===== src/rtl/cmp_evt_pkg.sv =====
package cmp_evt_pkg;

  typedef enum logic [1:0] {
    MODE_TOGGLE = 2'b00,
    MODE_RESV   = 2'b01,
    MODE_FALL   = 2'b10,
    MODE_RISE   = 2'b11
  } cmp_mode_e;

  localparam int BIT_LVL  = 5;
  localparam int BIT_FLAG = 4;
  localparam int BIT_IE   = 3;
  localparam int BIT_CAP  = 2;

  // Level that counts as "armed" for an edge mode; toggle/reserved never arm.
  function automatic logic armed_level(cmp_mode_e m, logic lvl);
    case (m)
      MODE_RISE: armed_level = lvl;
      MODE_FALL: armed_level = ~lvl;
      default:   armed_level = 1'b0;
    endcase
  endfunction

  // Event decision from current and previous (mode, level) pairs.
  function automatic logic event_hit(cmp_mode_e m, cmp_mode_e pm,
                                     logic lvl, logic plvl);
    case (m)
      MODE_TOGGLE: event_hit = lvl ^ plvl;
      MODE_RESV:   event_hit = 1'b0;
      default:     event_hit = armed_level(m, lvl) & ~armed_level(pm, plvl);
    endcase
  endfunction

endpackage


===== src/rtl/cmp_sync.sv =====
module cmp_sync #(
  parameter int STAGES = 2
) (
  input  logic clk,
  input  logic async_i,
  output logic sync_o
);
  logic [STAGES-1:0] chain_q;

  always_ff @(posedge clk) chain_q[0] <= async_i;

  for (genvar s = 1; s < STAGES; s++) begin : g_stage
    always_ff @(posedge clk) chain_q[s] <= chain_q[s-1];
  end

  assign sync_o = chain_q[STAGES-1];
endmodule


===== src/rtl/cmp_edge_det.sv =====
module cmp_edge_det
  import cmp_evt_pkg::*;
(
  input  logic      clk,
  input  logic      rst_n,
  input  logic      level_i,
  input  cmp_mode_e mode_i,
  output logic      hit_o
);
  logic      prev_lvl_q;
  cmp_mode_e prev_mode_q;

  always_ff @(posedge clk) begin
    if (!rst_n) begin
      prev_lvl_q  <= level_i;
      prev_mode_q <= MODE_TOGGLE;
    end else begin
      prev_lvl_q  <= level_i;
      prev_mode_q <= mode_i;
    end
  end

  assign hit_o = event_hit(mode_i, prev_mode_q, level_i, prev_lvl_q);
endmodule


===== src/rtl/cmp_ctrl_regs.sv =====
module cmp_ctrl_regs
  import cmp_evt_pkg::*;
(
  input  logic      clk,
  input  logic      rst_n,
  input  logic      we_i,
  input  logic      wr_flag_i,
  input  logic      wr_ie_i,
  input  logic      wr_cap_i,
  input  cmp_mode_e wr_mode_i,
  input  logic      ack_i,
  input  logic      hit_i,
  output logic      flag_o,
  output logic      ie_o,
  output logic      cap_o,
  output cmp_mode_e mode_o
);
  logic clr;
  assign clr = (we_i & wr_flag_i) | ack_i;

  always_ff @(posedge clk) begin
    if (!rst_n) begin
      flag_o <= 1'b0;
      ie_o   <= 1'b0;
      cap_o  <= 1'b0;
      mode_o <= MODE_TOGGLE;
    end else begin
      if (hit_i)    flag_o <= 1'b1;
      else if (clr) flag_o <= 1'b0;
      if (we_i) begin
        ie_o   <= wr_ie_i;
        cap_o  <= wr_cap_i;
        mode_o <= wr_mode_i;
      end
    end
  end
endmodule


===== src/rtl/cmp_event_ctrl.sv =====
module cmp_event_ctrl
  import cmp_evt_pkg::*;
#(
  parameter int SYNC_STAGES = 2,
  parameter int WORD_W      = 8
) (
  input  logic              clk,
  input  logic              rst_n,
  input  logic              cmp_raw_i,
  input  logic              glob_ie_i,
  input  logic              irq_ack_i,
  input  logic              reg_we_i,
  input  logic [WORD_W-1:0] reg_wdata_i,
  output logic [WORD_W-1:0] reg_rdata_o,
  output logic              irq_o,
  output logic              cap_trig_o
);
  localparam int USED_W = BIT_LVL + 1;

  logic      cmp_level;
  logic      evt_hit;
  logic      flag_q, ie_q, cap_q;
  cmp_mode_e mode_q;
  logic      unused_wdata;

  assign unused_wdata = ^reg_wdata_i[WORD_W-1:BIT_LVL];

  cmp_sync #(.STAGES(SYNC_STAGES)) sync_i (
    .clk(clk), .async_i(cmp_raw_i), .sync_o(cmp_level)
  );

  cmp_edge_det edge_i (
    .clk(clk), .rst_n(rst_n), .level_i(cmp_level),
    .mode_i(mode_q), .hit_o(evt_hit)
  );

  cmp_ctrl_regs regs_i (
    .clk(clk), .rst_n(rst_n), .we_i(reg_we_i),
    .wr_flag_i(reg_wdata_i[BIT_FLAG]), .wr_ie_i(reg_wdata_i[BIT_IE]),
    .wr_cap_i(reg_wdata_i[BIT_CAP]), .wr_mode_i(cmp_mode_e'(reg_wdata_i[1:0])),
    .ack_i(irq_ack_i), .hit_i(evt_hit),
    .flag_o(flag_q), .ie_o(ie_q), .cap_o(cap_q), .mode_o(mode_q)
  );

  always_comb begin
    reg_rdata_o           = '0;
    reg_rdata_o[BIT_LVL]  = cmp_level;
    reg_rdata_o[BIT_FLAG] = flag_q;
    reg_rdata_o[BIT_IE]   = ie_q;
    reg_rdata_o[BIT_CAP]  = cap_q;
    reg_rdata_o[1:0]      = mode_q;
  end

  assign irq_o      = flag_q & ie_q & glob_ie_i;
  assign cap_trig_o = cap_q & cmp_level;

  if (USED_W > WORD_W) begin : g_bad_width
    initial $error("WORD_W too small for the control/status word");
  end
endmodule


===== config.mk =====
export PLATFORM = sky130hd
export DESIGN_NAME = cmp_event_ctrl
export DESIGN_NICKNAME = d
export VERILOG_FILES = /design/src/rtl/cmp_evt_pkg.sv /design/src/rtl/cmp_sync.sv /design/src/rtl/cmp_edge_det.sv /design/src/rtl/cmp_ctrl_regs.sv /design/src/rtl/cmp_event_ctrl.sv
export SDC_FILE = /design/constraint.sdc
export NUM_CORES = 1
export LEC_CHECK = 0
export BUFFER_PORTS_ARGS = -buffer_cell sky130_fd_sc_hd__buf_2
export CAP_MARGIN = 10
export CORE_AREA = 3 3 40 42
export DETAILED_ROUTE_END_ITERATION = 10
export DIE_AREA = 0 0 43 45
export SYNTH_ARGS = -nofsm -noshare
export SYNTH_HDL_FRONTEND = slang
export SYNTH_SLANG_ARGS = --single-unit

===== constraint.sdc =====
create_clock -name clk -period 2.45 [get_ports clk]
set_input_delay 0.49 -clock clk [delete_from_list [all_inputs] [get_ports clk]]
set_output_delay 0.49 -clock clk [all_outputs]
set_load 0.03 [all_outputs]

==> metrics.md <==
| Metric | Value |
|---|---|
| Insertion delay to the later sink of the worst-skew pair | 260 ps |
| Die extent in x | 43 um |
| Via Count | 294 |
| Core ar. | 0.00128 mm^2 |
| Synthesized instance count | 39 |
| Root Driver | clkbuf_4 |
| DRC | 0 |
| N_diodes | 0 |
| Busiest grt layer | met2 |
| Main combinational cell family by area after synthesis | buffers and inverters |
| Fill cells | 140 |
| RD Place Congestion | 0.713 |
| GR met2 Demand/Resource | 12.0% |
| Simple-gate portion of the synthesized area | 13.8% |
| Compound-Gate Fraction of Synth Area | 5.83% |
| WL final | 698 um |
| CTS Buf Count | 3 |
| H-tree Lvls | 1 |
| Ports | 24 |
| Postcts setup bufs | 0 |
| Initial antenna violation count | 0 |
| Register area | 200 um^2 |
| Outcome | complete, no violations |
| Kind of critical path | reg -> out |
| Antenna Nets Post-Route | 0 |
| DIE HEIGHT | 45 um |
| Max Fclk | 670 MHz |
| Sw frac | 25.1% |
| Critical Path AT | 1000 ps |
| Cell Int Power | 0.284 mW |
| Net Sw Power | 0.0950 mW |
| Reg clk slew, reported paths | 60 ps |
| Post-synthesis sequential area ratio | 49.1% |
| Fin nets | 70 |
| Met1 usage | 9.49% |
| Portion of netlist area occupied by mux cells | 9.82% |
| Startpoint types | register |
| Final-report max-slew violation count | 0 |
| Clock network power share | 38.6% |
| Area growth from synthesis to layout | 24.2% |
| Non-Filler Instances | 70 |
| GRT met3 Usage | 3.59% |
| Remaining global-route overflow | 0 |
| DRT iter0 DRCs | 3 |
| Final setup fails | 0 |
| Leakage | 0.255 nW |
| RSZ-0062 raised after global routing | false |
| Crit Path Max Fanout | 5 |
| Worst EP required | 1960 ps |
| Sequential power share | 47.3% |
| Mapped Avg Cell Area | 10.5 um^2 |
| Skew final | 2.96 ps |
| Share of the synthesized area in the top cell type | 49.1% |
| WL/cell | 9.97 um |
| Tmin final | 1490 ps |
| Worst Hold End | sync_i.chain_q[0] |
| Combinational power share | 14.1% |
| Worst setup path startpoint | sync_i.sync_o |
| CTS tree | done |
| FF-to-FF Start | sync_i.sync_o |
| Clock buffer depth | 2 |
| Number of core rows | 13 |
| Path depth of the worst reg2reg path | 3 |
| Final hold violation count | 0 |
| Die footprint | 0.00194 mm^2 |
| Fin crit share | 60.9% |
| Nature of the critical path endpoint | primary output |
| Number of port buffers | 18 |
| TNS Setup | 0 ps |
| Seq cells post-synth | 10 |
| Placed Cells | 66 |
| Min-Delay Path Class | in -> reg |
| Area occupied by multi-input gates | 154 um^2 |
| Max cap viols | 0 |
| Vias in the first global route | 279 |
| Gr usage total | 8.10% |
| Synthesized area | 408 um^2 |
| Worst ir drop on vdd | 219 uV |
| Post-synthesis cell type count | 15 |
| Area contributors post-synth | dfxtp_1, buf_4, mux2i_1 |
| Hold Startpoint | cmp_raw_i |
| Drt first pass iters | 2 |
| Share of post-route cells with drive strength above 1 | 41.8% |
| Post-CTS sizing | 0 |
| Reg2Reg Setup Slack | 1420 ps |
| First-pass GRT wire length | 1110 um |
| Worst Hold Depth | 1 |
| CTS hold repair buffers | 0 |
| Largest net degree at the start of global routing | 8 |
| Starting Density | 31.7% |
| Adder-cell share of the synthesized area | 0% |
| Yosys Warn Count | 0 |
| Vias/cell | 4.20 |
| Post-Synth XOR/XNOR Area | 6.44% |
| PwrDens | 748 mW/mm^2 |
| R2r endpoint | regs_i.flag_o |
| Biggest area consumer among synthesized cells | dfxtp_1 |
| Clk sink count | 10 |
==> layout by cell type, fill, tap and decap left out, types with 2 or more instances in the layout <==
cell type | synthesis | routed
buf_2 | 1 | 18
dfxtp_1 | 10 | 10
mux2i_1 | 4 | 4
nor2b_1 | 4 | 4
clkbuf_4 | 0 | 3
and2_1 | 2 | 2
xnor2_1 | 2 | 2
inv_1 | 2 | 2
a211oi_1 | 2 | 2
conb_1 | 1 | 2
==> synth_stat cells, drive strengths merged <==
cell type,instances
conb,1
o31a,1
mux2i,4
nor3,1
inv,2
a211oi,2
xor2,1
and3,1
buf,7
xnor2,2
nor2b,4
dfxtp,10
and2,3
==> critical path, stage by stage (launching register included) <==
cell and delay [ps]:
dfxtp_1 410, and2_1 140, buf_2 190
==> per-stage QoR <==
| stage | hold WS [ps] | setup slack (ps) | total power, mW | cell area (um^2) | utilization (%) |
|---|---|---|---|---|---|
| after CTS | 315 | 944 | 0.386 | 507 | 39.4 |
| after floorplan | 310 | 1150 | 0.227 | 412 | - |
| final | 327 | 957 | 0.379 | 507 | 39.4 |
| after global placement | 311 | 1050 | 0.236 | 470 | 36.6 |
| after global routing | 319 | 920 | 0.396 | 507 | 39.4 |
| after detailed placement | 315 | 1050 | 0.237 | 470 | 36.6 |
==> sequential cells by signal, summed over array words and instances (netlist names) <==
| signal | flops |
|---|---|
| sync_i.chain_q | 1 |
| sync_i.sync_o | 1 |
| regs_i.flag_o | 1 |
| edge_i.prev_lvl_q | 1 |
| regs_i.ie_o | 1 |
| regs_i.mode_o | 2 |
| regs_i.cap_o | 1 |
| edge_i.prev_mode_q | 2 |
==> area by class of cell <==
type | instances | area share [%]
clock buffers | 4 | 7.16
inverters | 2 | 1.48
flip-flops and latches | 10 | 39.5
multi-input cells | 21 | 30.4
well taps | 15 | 3.70
repair buffers | 18 | 17.8
==> routing by layer <==
layer  vias up  routed length [um]
met2        16                 307
met5         -                   0
li1        149                   -
met3         0                  80
met1       129                 309
met4         0                   0
==> cell families after synthesis <==
group | count (synthesis)
multiplexers | 4
AO/OA/AOI/OAI | 3
buffers and inverters | 9
AND/OR/NAND/NOR | 9
flip-flops | 10
XOR/XNOR | 3
other | 1
==> worst max-delay path by stage <==
stage / cells past startpoint / slack (ps) / to
4_1_cts: 2 / 940 / cap_trig_o
2_1_floorplan: 1 / 1150 / irq_o
5_1_grt: 2 / 920 / cap_trig_o
3_3_place_gp: 3 / 1050 / irq_o
6_report: 2 / 960 / cap_trig_o
3_5_place_dp: 3 / 1050 / irq_o
==> power by group through the flow <==
stage | sequential, mW | combinational (mW) | clock (mW)
3_3_place_gp | 0.183 | 0.0533 | 0
4_1_cts | 0.179 | 0.0540 | 0.153
6_report | 0.179 | 0.0534 | 0.146
3_5_place_dp | 0.183 | 0.0538 | 0
5_1_grt | 0.180 | 0.0583 | 0.157
2_1_floorplan | 0.186 | 0.0416 | 0
Power figures use the tool's default switching activity.
